==> src/rtl/rxaf_pkg.sv <==
package rxaf_pkg;

    localparam int ADDR_W = 48;
    localparam int HASH_W = 6;
    localparam int TYPE_W = 16;

    typedef enum logic [2:0] {
        RULE_NONE  = 3'd0,
        RULE_SPEC  = 3'd1,
        RULE_TYPE  = 3'd2,
        RULE_BCAST = 3'd3,
        RULE_HASH  = 3'd4,
        RULE_ALL   = 3'd5
    } rule_e;

    // Raw rule hits before the broadcast veto and priority selection
    typedef struct packed {
        logic spec;
        logic tid;
        logic bcast;
        logic hash;
        logic all;
    } hits_t;

    // Fold the address into a bin: bit i collects every HASH_W-th bit from i
    function automatic logic [HASH_W-1:0] hash_fold(input logic [ADDR_W-1:0] a);
        logic [HASH_W-1:0] r;
        r = '0;
        for (int i = 0; i < HASH_W; i++) begin
            for (int j = i; j < ADDR_W; j += HASH_W) begin
                r[i] = r[i] ^ a[j];
            end
        end
        return r;
    endfunction

endpackage

==> src/rtl/rxaf_sa_bank.sv <==
module rxaf_sa_bank
    import rxaf_pkg::*;
#(
    parameter int NUM_SA = 4,
    parameter int LO_W   = 32,
    parameter int SLOT_W = 2
) (
    input  logic [ADDR_W-1:0]              dst,
    input  logic [NUM_SA*LO_W-1:0]         sa_lo,
    input  logic [NUM_SA*(ADDR_W-LO_W)-1:0] sa_hi,
    output logic [NUM_SA-1:0]              hit_vec,
    output logic                           any_hit,
    output logic [SLOT_W-1:0]              first_slot
);
    localparam int HI_W = ADDR_W - LO_W;

    for (genvar k = 0; k < NUM_SA; k++) begin : g_slot
        logic [ADDR_W-1:0] slot_val;
        assign slot_val   = {sa_hi[k*HI_W +: HI_W], sa_lo[k*LO_W +: LO_W]};
        // An all-zero slot is treated as unused
        assign hit_vec[k] = (|slot_val) && (slot_val == dst);
    end

    assign any_hit = |hit_vec;

    // Scan from the top down so the lowest matching index is left in first_slot
    always_comb begin
        first_slot = '0;
        for (int k = NUM_SA - 1; k >= 0; k--) begin
            if (hit_vec[k]) first_slot = SLOT_W'(k);
        end
    end

endmodule

==> src/rtl/rxaf_hash_lookup.sv <==
module rxaf_hash_lookup
    import rxaf_pkg::*;
#(
    parameter int BINS = 64
) (
    input  logic [ADDR_W-1:0]   dst,
    input  logic [BINS/2-1:0]   tbl_lo,
    input  logic [BINS/2-1:0]   tbl_hi,
    input  logic                mc_en,
    input  logic                uc_en,
    input  logic                is_bcast,
    output logic                hit
);
    logic [BINS-1:0]   tbl;
    logic [HASH_W-1:0] bin;
    logic              class_en;

    assign tbl      = {tbl_hi, tbl_lo};
    assign bin      = hash_fold(dst);
    // Group destinations use the multicast enable, individual ones the unicast enable
    assign class_en = dst[0] ? mc_en : uc_en;
    assign hit      = class_en && !is_bcast && tbl[bin];

endmodule

==> src/rtl/rxaf_arbiter.sv <==
module rxaf_arbiter
    import rxaf_pkg::*;
(
    input  hits_t  hits,
    input  logic   veto,
    output logic   accept,
    output rule_e  rule
);
    always_comb begin
        rule = RULE_NONE;
        if (!veto) begin
            if      (hits.spec)  rule = RULE_SPEC;
            else if (hits.tid)   rule = RULE_TYPE;
            else if (hits.bcast) rule = RULE_BCAST;
            else if (hits.hash)  rule = RULE_HASH;
            else if (hits.all)   rule = RULE_ALL;
        end
    end

    assign accept = !veto && (hits.spec || hits.tid || hits.bcast || hits.hash || hits.all);

endmodule

==> src/rtl/rxaf_filter.sv <==
module rxaf_filter
    import rxaf_pkg::*;
#(
    parameter int NUM_SA    = 4,
    parameter int HASH_BINS = 64,
    parameter int SA_LO_W   = 32,
    localparam int SA_HI_W  = ADDR_W - SA_LO_W,
    localparam int SLOT_W   = (NUM_SA > 1) ? $clog2(NUM_SA) : 1
) (
    input  logic                        clk,
    input  logic                        rst,
    input  logic                        dst_valid,
    input  logic [ADDR_W-1:0]           dst_addr,
    input  logic [TYPE_W-1:0]           len_type,
    input  logic                        cfg_copy_all,
    input  logic                        cfg_no_bcast,
    input  logic                        cfg_mc_hash_en,
    input  logic                        cfg_uc_hash_en,
    input  logic [HASH_BINS/2-1:0]      cfg_hash_lo,
    input  logic [HASH_BINS/2-1:0]      cfg_hash_hi,
    input  logic [NUM_SA*SA_LO_W-1:0]   cfg_sa_lo,
    input  logic [NUM_SA*SA_HI_W-1:0]   cfg_sa_hi,
    input  logic [TYPE_W-1:0]           cfg_type_id,
    output logic                        res_valid,
    output logic                        res_accept,
    output logic [2:0]                  res_rule,
    output logic [SLOT_W-1:0]           res_slot
);
    logic [NUM_SA-1:0] sa_hit;
    logic              sa_any;
    logic [SLOT_W-1:0] sa_first;
    logic              is_bcast;
    logic              hash_hit;
    hits_t             hits;
    logic              acc_d;
    rule_e             rule_d;

    assign is_bcast = &dst_addr;

    rxaf_sa_bank #(.NUM_SA(NUM_SA), .LO_W(SA_LO_W), .SLOT_W(SLOT_W)) u_sa (
        .dst        (dst_addr),
        .sa_lo      (cfg_sa_lo),
        .sa_hi      (cfg_sa_hi),
        .hit_vec    (sa_hit),
        .any_hit    (sa_any),
        .first_slot (sa_first)
    );

    rxaf_hash_lookup #(.BINS(HASH_BINS)) u_hash (
        .dst      (dst_addr),
        .tbl_lo   (cfg_hash_lo),
        .tbl_hi   (cfg_hash_hi),
        .mc_en    (cfg_mc_hash_en),
        .uc_en    (cfg_uc_hash_en),
        .is_bcast (is_bcast),
        .hit      (hash_hit)
    );

    assign hits.spec  = sa_any;
    assign hits.tid   = (|cfg_type_id) && (cfg_type_id == len_type);
    assign hits.bcast = is_bcast;
    assign hits.hash  = hash_hit;
    assign hits.all   = cfg_copy_all;

    rxaf_arbiter u_arb (
        .hits   (hits),
        .veto   (cfg_no_bcast && is_bcast),
        .accept (acc_d),
        .rule   (rule_d)
    );

    always_ff @(posedge clk) begin
        if (rst) begin
            res_valid  <= 1'b0;
            res_accept <= 1'b0;
            res_rule   <= RULE_NONE;
            res_slot   <= '0;
        end else begin
            res_valid <= dst_valid;
            if (dst_valid) begin
                res_accept <= acc_d;
                res_rule   <= rule_d;
                res_slot   <= (rule_d == RULE_SPEC) ? sa_first : '0;
            end
        end
    end

    // a decision follows every strobe by one cycle, and only then
    p_valid_follow_r2: assert property (@(posedge clk) disable iff (rst)
        dst_valid |=> res_valid);
    p_valid_pulse_r2: assert property (@(posedge clk) disable iff (rst)
        !dst_valid |=> !res_valid);
    p_hold_r2: assert property (@(posedge clk) disable iff (rst)
        !dst_valid |=> ($stable(res_rule) && $stable(res_accept) && $stable(res_slot)));
    // the reported slot is one that actually matched
    p_first_slot_r3: assert property (@(posedge clk) disable iff (rst)
        sa_any |-> sa_hit[sa_first]);
    // a zero destination can never hit a slot
    p_zero_slot_r4: assert property (@(posedge clk) disable iff (rst)
        (dst_valid && dst_addr == '0) |=> (res_rule != RULE_SPEC));
    // suppressed broadcast is always rejected
    p_bcast_block_r7: assert property (@(posedge clk) disable iff (rst)
        (dst_valid && cfg_no_bcast && is_bcast) |=> (!res_accept && res_rule == RULE_NONE));
    // copy-all accepts everything that is not vetoed
    p_copy_all_r10: assert property (@(posedge clk) disable iff (rst)
        (dst_valid && cfg_copy_all && !(cfg_no_bcast && is_bcast)) |=> res_accept);
    // accept flag agrees with the rule code
    p_accept_rule_r12: assert property (@(posedge clk) disable iff (rst)
        res_valid |-> (res_accept == (res_rule != 3'd0)));

endmodule

==> config.mk <==
export PLATFORM = sky130hd
export DESIGN_NAME = rxaf_filter
export DESIGN_NICKNAME = d
export VERILOG_FILES = /design/src/rtl/rxaf_pkg.sv /design/src/rtl/rxaf_sa_bank.sv /design/src/rtl/rxaf_hash_lookup.sv /design/src/rtl/rxaf_arbiter.sv /design/src/rtl/rxaf_filter.sv
export SDC_FILE = /design/constraint.sdc
export NUM_CORES = 1
export LEC_CHECK = 0
export BUFFER_PORTS_ARGS = -buffer_cell sky130_fd_sc_hd__buf_2
export CAP_MARGIN = 20
export CORE_AREA = 5 5 133 135
export CTS_CLUSTER_DIAMETER = 150
export DETAILED_ROUTE_END_ITERATION = 10
export DIE_AREA = 0 0 138 140
export HOLD_SLACK_MARGIN = 0.02
export PLACE_DENSITY = 0.72
export SLEW_MARGIN = 20
export SYNTH_ARGS = -nofsm -noshare
export SYNTH_HDL_FRONTEND = slang
export SYNTH_SLANG_ARGS = --single-unit
==> constraint.sdc <==
create_clock -name clk -period 3.09 [get_ports clk]
set_input_delay 0.618 -clock clk [delete_from_list [all_inputs] [get_ports clk]]
set_output_delay 0.618 -clock clk [all_outputs]
set_load 0.01 [all_outputs]
==> results.cfg, run 1 <==
[cells_and_area]
drive_above_1_share_pct = 43.1
post_layout_nonfiller_instances = 1211
area_delta_synth_final_pct = 45.6
fin_nets = 1333
final_util_pct = 44.1

[worst_setup_path]
r2r_cells = 2
crit_family = simple AND/OR/NAND/NOR gates
cp_max_fo = 5
crit_buf_inv = 4
critical_path_class = in -> reg
worstSetupEndpointType = flip-flop
startpoint = dst_addr[25]
max_stage_delay_ns = 0.46
start_kind = input port
cp.required_ns = 3.20
r2r_slack_ns = 2.26
worstSetupPathDepth = 13
path_cells = buf_2 -> buf_4 -> xor2_1 -> nor4_1 -> nand4_1 -> nor4_1 -> buf_4 -> nor4_1 -> buf_4 -> o311ai_0 -> nor3_1 -> nor2_1 -> o31ai_2
timing.rr.start = res_accept
worstSetupEndpoint = res_rule[2]
r2r_end = res_accept
crit_slowest_cell = nor4_1
cp_data_arrival_time_ns = 3.02

[clocking]
clockBufferDepth = 2
root_buffer = clkbuf_16
clock_insertion_delay_worst_skew_ns = 0.23
postCtsSetupRepairBufs = 0
clkTransAtPathRegs_ns = 0.04
htreeDepth = 1
cts_tree = done
cts-buffers-inserted = 3
clock-sinks = 7

[synthesis]
synth_area_um2 = 4960
synth_cell_types = 52
synth_flop_cell = dfxtp_1
synth_nets = 976
post-synth-top-area-fraction_pct = 34.6
synth.area.top_cells = xor2_1 35%, nor4_1 19%, xnor2_1 7.8%
ys_ff_latch = 7
syn_area_per_cell_um2 = 7.83
syn_inst = 633
seq_area_frac_synth_pct = 2.83
synth-async-reset-ratio_pct = 0
synth_edf_count = 0
synth_warnings = 0
yosys.area.top_type = xor2_1
yosysMostFrequentCell = xor2_1
synth_common_cells = 196 x xor2_1, 154 x nor4_1, 55 x nand4_1, 44 x xnor2_1, 25 x clkbuf_1

[floorplanning]
start_util_pct = 30.3
io_pins = 350
core_um2 = 16300
die_h_um = 140
die_area_um2 = 19300
die-width_um = 138
num_rows = 47

[power]
p_leak_nw = 3.19
power_density_nw_per_um2 = 271
ir_worst_vdd_mv = 0.166

[outcome]
status = finished clean

[timing]
drv_slew = 0
clock_skew_ns = 0
max_slew_margin_pct = 53.7
rsz0062_at_grt = no
finalSetupViolCount = 0
period_share_pct = 94.1
tightest_slew_ns = 0.688
fmax_mhz = 344
finalHoldViolCount = 0
post-route-min-period_ns = 2.91

[place]
gp_congestion = 0.988
io_buffers = 349
dpl.hpwl_mm = 27.0
placed_cells = 1205

[hold_path]
min-delay-start = res_rule[1]
hp-class = reg -> reg

[global_routing]
grt_util_all_layers_pct = 29.4
grt_max_degree = 11
grt_pass1_vias = 7367
antenna_found_initial = 2
grt_overflow = 0
grt_pass1_wl_mm = 44.3

[route]
drtIter0Drc = 490
ant_nets = 0
viasPerCell = 5.77
vias = 6982
wl_per_cell_um = 25.5
first_pass_iters = 5
drt-total-wl_mm = 30.9
drcViolationCount = 0

[job]
drv_cap = 0
## cells by family after synthesis
| logic type | share of synthesized area [%] |
|---|---|
| compound gates | 4.49 |
| xor+xnor | 47.6 |
| buf+inv | 5.60 |
| flops | 2.83 |
| mux | 7.14 |
| simple gates | 32.3 |
## cell usage in the layout (no fill, tap or decap), types with 2 or more instances in the layout
cell type | synthesis | routed
diode_2 | 0 | 2
nand2b_1 | 6 | 6
clkbuf_16 | 0 | 3
xor2_1 | 196 | 196
mux4_2 | 2 | 2
nor2b_1 | 3 | 3
o211ai_1 | 3 | 3
xnor2_4 | 6 | 6
buf_2 | 16 | 349
dfxtp_1 | 7 | 7
nor3b_1 | 2 | 2
mux4_1 | 6 | 6
a21oi_1 | 6 | 6
inv_1 | 2 | 2
nand4_1 | 55 | 55
o2111ai_1 | 2 | 2
buf_4 | 9 | 55
mux2i_1 | 14 | 14
nor4_1 | 154 | 153
and2_1 | 3 | 3
nor3_1 | 5 | 5
nand2_1 | 18 | 18
nand3_1 | 5 | 5
xnor2_1 | 44 | 44
o21ai_0 | 2 | 2
xnor2_2 | 3 | 3
nor2_1 | 12 | 12
## flip-flops by register name, summed over array words and instances, names as in the netlist
| signal | count |
|---|---|
| res_rule | 3 |
| res_slot | 2 |
| res_accept | 1 |
| res_valid | 1 |
## through the flow
step / setup slack (ns) / setup TNS (ns) / power [W] / area (um2) / hold WS, ns
detailed placement: -0.0527 / -0.125 / 0.00171 / 7130 / 0.434
global route: 0.0298 / 0 / 0.00208 / 7210 / 0.453
floorplan: 0.0788 / 0 / 0.00106 / 4960 / 0.462
CTS: 0.169 / 0 / 0.00194 / 7210 / 0.435
finish: 0.181 / 0 / 0.00196 / 7220 / 0.431
global placement: -0.0362 / -0.0476 / 0.00172 / 7130 / 0.427
## how the worst min path moves through the flow
stage,to,slack (ns),cells after the start
detailed placement,res_rule[1],0.43,2
global placement,res_rule[1],0.43,2
floorplan,res_rule[1],0.46,2
CTS,res_rule[1],0.43,2
global route,res_rule[1],0.45,2
finish,res_rule[1],0.43,2
## tightest hold or removal path, stage by stage (launching register included)
cell and delay [ns]:
dfxtp_1 0.30, nand2_1 0.05, nand2_1 0.04
## layout make-up
type	count	area, um2
sequential	7	140
clock buffer	4	78.8
multi-input combinational	571	4540
fill	1702	9130
inverter	3	13.8
tap	220	275
antenna	2	5.00
timing repair buffer	404	2160
## power breakdown
group	internal, W	total [W]	switching [W]
Combinational	0.000730	0.00163	0.000903
Clock	0.000172	0.000223	0.0000511
Sequential	0.0000985	0.000103	0.00000415
## per-layer routing
| metal | up-vias | share of wire (%) | GRT usage (%) |
|---|---|---|---|
| met5 | - | 0.023 | 0 |
| met4 | 2 | 5.5 | 13.6 |
| met3 | 129 | 10 | 7.33 |
| met2 | 549 | 47 | 51.2 |
| met1 | 3183 | 37 | 34.0 |
| li1 | 3119 | - | - |
## timing repair
item,in CTS,in global routing
hold buffers,0,0
endpoints found under the setup margin,0,1
resized for setup,0,1
Power figures use the tool's default switching activity.
==> run 2: changes to the inputs <==
- CORE_AREA: 5 5 133 135 -> 5 5 132 134
- DIE_AREA: 0 0 138 140 -> 0 0 137 139
- PLACE_DENSITY: 0.72 -> 0.7
- clock period: 3.09 -> 2.7 ns (I/O delays scaled with it)
==> run 2 against run 1 <==
Against the previous run:
- cell count grew 11%
- via count grew 6.4%
- count of clock-buffer cells in the layout is the same
- first-iteration DRC count shrank 6.3%
- die area shrank 1.4%
- sequential power grew 14%
- wire length grew 2.8%
- non-clock buffer count grew 132
- total power grew 34%
- combinational power grew 38%
- critical path type unchanged
- largest cell class unchanged
==> results.cfg, run 2 (synthesis results as in run 1) <==
[timing]
finalHoldViolCount = 0
clock_skew_ns = 0
fmax_mhz = 380
finalSetupViolCount = 0
tightest_slew_ns = 0.452
drv_slew = 0
period_share_pct = 97.5
post-route-min-period_ns = 2.63
setup_ws_ns = 0.0663
hold_ws_ns = 0.438
max_slew_margin_pct = 69.6

[outcome]
status = finished clean

[clocking]
clock_insertion_delay_worst_skew_ns = 0.23
root_buffer = clkbuf_16
clockBufferDepth = 2
clkTransAtPathRegs_ns = 0.04
cts-buffers-inserted = 3
clock-sinks = 7
htreeDepth = 1
cts_tree = done

[worst_setup_path]
crit_slowest_cell = mux4_2
path_cells = clkbuf_4 -> xor2_4 -> xnor2_4 -> xnor2_4 -> mux4_2 -> o21bai_1 -> o31a_1 -> o211ai_1 -> o21ai_2 -> a211o_1
cp_max_fo = 6
startpoint = dst_addr[36]
cp_data_arrival_time_ns = 2.81
start_kind = input port
cp.required_ns = 2.87
timing.rr.start = res_rule[0]
worstSetupEndpointType = flip-flop
critical_path_class = in -> reg
max_stage_delay_ns = 0.56
crit_top_cell = xnor2_4
r2r_slack_ns = 1.95

[place]
placed_cell_area_um2 = 8120
gp_congestion = 0.994
io_buffers = 349
post-place-ws_ns = -0.470
dpl.hpwl_mm = 27.3

[floorplanning]
die_area_um2 = 19000
start_util_pct = 30.6
core_um2 = 16200
die_h_um = 139
die-width_um = 137
num_rows = 47
io_pins = 350

[global_routing]
grt_pass1_vias = 7782
antenna_found_initial = 1
grt_pass1_wl_mm = 44.5
grt_max_degree = 12
grt_overflow = 0
grt_util_all_layers_pct = 30.8

[route]
ant_nets = 0
drcViolationCount = 0
drtIter0Drc = 459
drt-total-wl_mm = 31.8
wl_per_cell_um = 23.7
viasPerCell = 5.54
vias = 7427
first_pass_iters = 5

[cells_and_area]
drive_above_1_share_pct = 51.7
fin_nets = 1465
fillers = 1616
fin_area_um2 = 8480
largest_reg_flops = 3
area_delta_synth_final_pct = 71.0
final_common_cell = buf_2
layout_common_cells = 348 x buf_2, 196 x xor2_1, 181 x buf_4
largest_registers = res_rule x3, res_slot x2
top_register = res_rule
antenna_cells = 0

[power]
ir_worst_vdd_mv = 0.221
p_total_w = 0.00262
power_density_nw_per_um2 = 309
p_leak_nw = 3.91

[job]
drv_cap = 0

[hold_path]
min-delay-start = res_slot[1]
hp-class = reg -> reg
## run 2: cell types whose count changed in the layout (fill, tap and decap cells not counted), moves of 5 or more
| cell | before | now |
|---|---|---|
| buf_4 | 55 | 181 |
| nor4_1 | 153 | 145 |
| nor4_2 | 1 | 7 |
| xnor2_1 | 44 | 36 |
| xnor2_4 | 6 | 11 |
## run 2: repair_timing
| action | in CTS | in global routing |
|---|---|---|
| pin swaps | 2 | 18 |
| hold buffers | 0 | 0 |
| setup endpoints to repair | 3 | 3 |
| buffers inserted | 1 | 8 |
| gates resized for setup | 5 | 28 |
| gates cloned | 0 | 0 |
## run 2: power by group
group	switching, W	internal, W
combinational	0.00114	0.00111
sequential	0.00000424	0.000113
clock	0.0000543	0.000196
## run 2: cell type report
type	instances	area, um2	share of cell area [%]
Timing Repair Buffer	536	3200	37.8
Multi-Input combinational cell	571	4770	56.2
Sequential cell	7	140	1.65
Clock buffer	4	78.8	0.930
Tap cell	220	275	3.25
Inverter	3	13.8	0.162
## run 2: path summary, 6_finish.rpt
check	depth (start not counted)	to
setup / recovery	10	res_rule[0]
hold / removal	2	res_slot[1]
setup reg to reg	2	res_rule[0]
hold reg to reg	2	res_slot[1]
## run 2: per-stage QoR
| step | utilization [%] | setup TNS, ns | instances |
|---|---|---|---|
| after global routing | 52.4 | -0.0245 | 1341 |
| after CTS | 50.9 | 0 | 1334 |
| after detailed placement | 50.2 | -1.10 | 1329 |
| final | 52.4 | 0 | 1341 |
| after floorplan | - | -0.0204 | 633 |
| after global placement | 50.2 | -1.08 | 1329 |
## run 2: metal layers
metal	vias to the layer above	wire, um	global-route usage, %
li1	3383	-	-
met1	3403	11500	37.0
met2	520	15200	53.1
met3	119	3150	4.68
met4	2	1920	14.8
met5	-	20	0
## run 2: worst max-delay path: cells and delay by family
family	cells	cell delay (ns)
XOR/XNOR	3	0.68
buffers and inverters	1	0.14
AO/OA/AOI/OAI	5	0.88
multiplexers	1	0.56
==> run 3: changes to the inputs <==
- ABC_AREA: unset -> 1
- PLACE_DENSITY: 0.7 -> 0.69
==> run 3 against run 2 <==
Against the previous run:
- critical path depth is 4 higher
- critical path type unchanged
- critical endpoint is now res_slot[1]
- register-to-register slack improved by 0.13 ns
- first-iteration DRC count rose by 17%
- wire length fell by 6.5%
- largest cell class unchanged
==> results.cfg, run 3 <==
[job]
drv_cap = 0

[floorplanning]
start_util_pct = 29.3
num_rows = 47
die_h_um = 139
core_um2 = 16200
io_pins = 350
die-width_um = 137
die_area_um2 = 19000

[worst_setup_path]
max_stage_delay_ns = 0.35
cp_max_fo = 9
r2r_slack_ns = 2.08
start_kind = input port
timing.rr.start = res_rule[1]
critical_path_class = in -> reg
worstSetupEndpoint = res_slot[1]
startpoint = dst_addr[29]
crit_family = simple AND/OR/NAND/NOR gates
worstSetupEndpointType = flip-flop
crit_slowest_cell = clkinv_1
cp_data_arrival_time_ns = 2.67
path_cells = buf_2 -> clkinv_1 -> nand2_1 -> o21ai_0 -> nor4_1 -> nand4_1 -> nor4_1 -> buf_4 -> nand2b_1 -> nor2_1 -> inv_1 -> o21bai_2 -> nand3_1 -> nand2_1
worstSetupPathDepth = 14
r2r_end = res_rule[1]
r2r_cells = 1
crit_buf_inv = 4
cp.required_ns = 2.87

[global_routing]
grt_overflow = 0
grt_pass1_wl_mm = 43.2
grt_max_degree = 27
antenna_found_initial = 5
grt_util_all_layers_pct = 29.4
grt_pass1_vias = 7634

[route]
drcViolationCount = 0
drtIter0Drc = 536
drt-total-wl_mm = 29.7
wl_per_cell_um = 22.1
ant_nets = 0
first_pass_iters = 5
vias = 7375
viasPerCell = 5.48

[hold_path]
min-delay-start = res_rule[2]
holdPathStages = 2
hp-class = reg -> reg

[outcome]
status = finished clean

[power]
ir_worst_vdd_mv = 0.225
p_seq_share_pct = 6.1
combPwrFrac_pct = 80.1
p_total_w = 0.00185
p_leak_nw = 3.36
power_density_nw_per_um2 = 267
power.internal_w = 0.000940
netSwitchingPower_w = 0.000909
clock_power_share_pct = 13.8
power.share.switching_pct = 49.2

[timing]
max_slew_margin_pct = 60.9
fmax_mhz = 401
finalHoldViolCount = 0
post-route-min-period_ns = 2.50
tns_ns = 0
tightest_slew_ns = 0.578
finalSetupViolCount = 0
drv_slew = 0
clock_skew_ns = 0
period_share_pct = 92.4
rsz0062_at_grt = no
hold_ws_ns = 0.449

[synthesis]
ys_ff_latch = 7
synth-async-reset-ratio_pct = 0
synth_nets = 1121
yosys.area.top_type = xnor2_1
yosysMostFrequentCell = nand2_1
synth_flop_cell = dfxtp_1
synth_common_cells = 120 x nand2_1, 107 x nand3_1, 104 x xnor2_1, 63 x inv_1, 62 x nor4_1
synth_edf_count = 0
post-synth-top-area-fraction_pct = 19.2
syn_inst = 778
synth_area_um2 = 4740
seq_area_frac_synth_pct = 2.96
syn_area_per_cell_um2 = 6.09
synth_warnings = 0
synth.area.top_cells = xnor2_1 19%, nand3_1 11%, xor2_1 11%
synth_cell_types = 41

[place]
placed_cell_area_um2 = 6830
io_buffers = 349
dpl.hpwl_mm = 26.2
gp_congestion = 0.971

[cells_and_area]
layout_common_cells = 349 x buf_2, 120 x nand2_1, 107 x nand3_1
fin_nets = 1467
final_util_pct = 42.7
top_register = res_rule
largest_registers = res_rule x3, res_slot x2
largest_reg_flops = 3
fin_area_um2 = 6910
area_delta_synth_final_pct = 45.9
drive_above_1_share_pct = 37.1
final_common_cell = buf_2

[clocking]
clock-sinks = 7
clkTransAtPathRegs_ns = 0.04
postCtsSetupRepairBufs = 0
clockBufferDepth = 2
clock_insertion_delay_worst_skew_ns = 0.23
cts-buffers-inserted = 3
htreeDepth = 1
cts_tree = done
root_buffer = clkbuf_16
hold_buffers = 0
ctsResizeCount = 0
## run 3: cell count changes after synthesis, moves of 20 or more
cell | before | now
nor4_1 | 154 | 62
xnor2_1 | 44 | 104
o22ai_1 | 0 | 25
nor2_1 | 12 | 32
xor2_1 | 196 | 59
nand2_1 | 18 | 120
nand3_1 | 5 | 107
inv_1 | 2 | 63
## run 3: kinds of logic (layout without fill, tap and decap cells)
logic type             after synthesis  in the layout  synth area share (%)
other                                0              3                     0
AO/OA/AOI/OAI                       76             76                  11.0
flip-flops                           7              7                  2.96
buffers and inverters              119            464                  11.3
XOR/XNOR                           164            164                  30.5
AND/OR/NAND/NOR                    412            412                  44.3
## run 3: power groups by stage
stage | sequential, W | clock [W] | combinational (W)
2_1_floorplan | 0.000118 | 0 | 0.000821
5_1_grt | 0.000114 | 0.000266 | 0.00161
3_3_place_gp | 0.000115 | 0 | 0.00146
6_report | 0.000114 | 0.000255 | 0.00148
4_1_cts | 0.000114 | 0.000257 | 0.00147
3_5_place_dp | 0.000115 | 0 | 0.00146
## run 3: worst min path at each step
stage / end
final: res_rule[2]
after global routing: res_rule[2]
after CTS: res_slot[0]
after detailed placement: res_slot[0]
after global placement: res_rule[2]
after floorplan: res_accept
## run 3: final cells by class
cell class	instances	area [um2]
diodes	3	7.51
clock buffers	4	78.8
fillers	1813	9260
inverters	72	270
multi-input cells	652	4060
flip-flops and latches	7	140
well taps	220	275
repair buffers	388	2080
## run 3: metal layers
| layer | share of wire, % | global-route usage [%] | wire length [um] |
|---|---|---|---|
| met3 | 11 | 5.99 | 3130 |
| met4 | 6.3 | 16.0 | 1860 |
| met1 | 36 | 33.3 | 10700 |
| met5 | 0.14 | 0 | 41 |
| met2 | 47 | 50.8 | 13900 |
## run 3: stage by stage
| step | std cells | worst slack (ns) |
|---|---|---|
| after global routing | 1345 | 0.0332 |
| final | 1346 | 0.204 |
| after floorplan | 778 | 0.409 |
| after detailed placement | 1339 | 0.0486 |
| after CTS | 1343 | 0.232 |
| after global placement | 1339 | 0.0525 |
## run 3: tightest hold or removal path: stages (launching register included)
cell	delay, ns
dfxtp_1	0.31
nand2_1	0.05
nand2_1	0.05
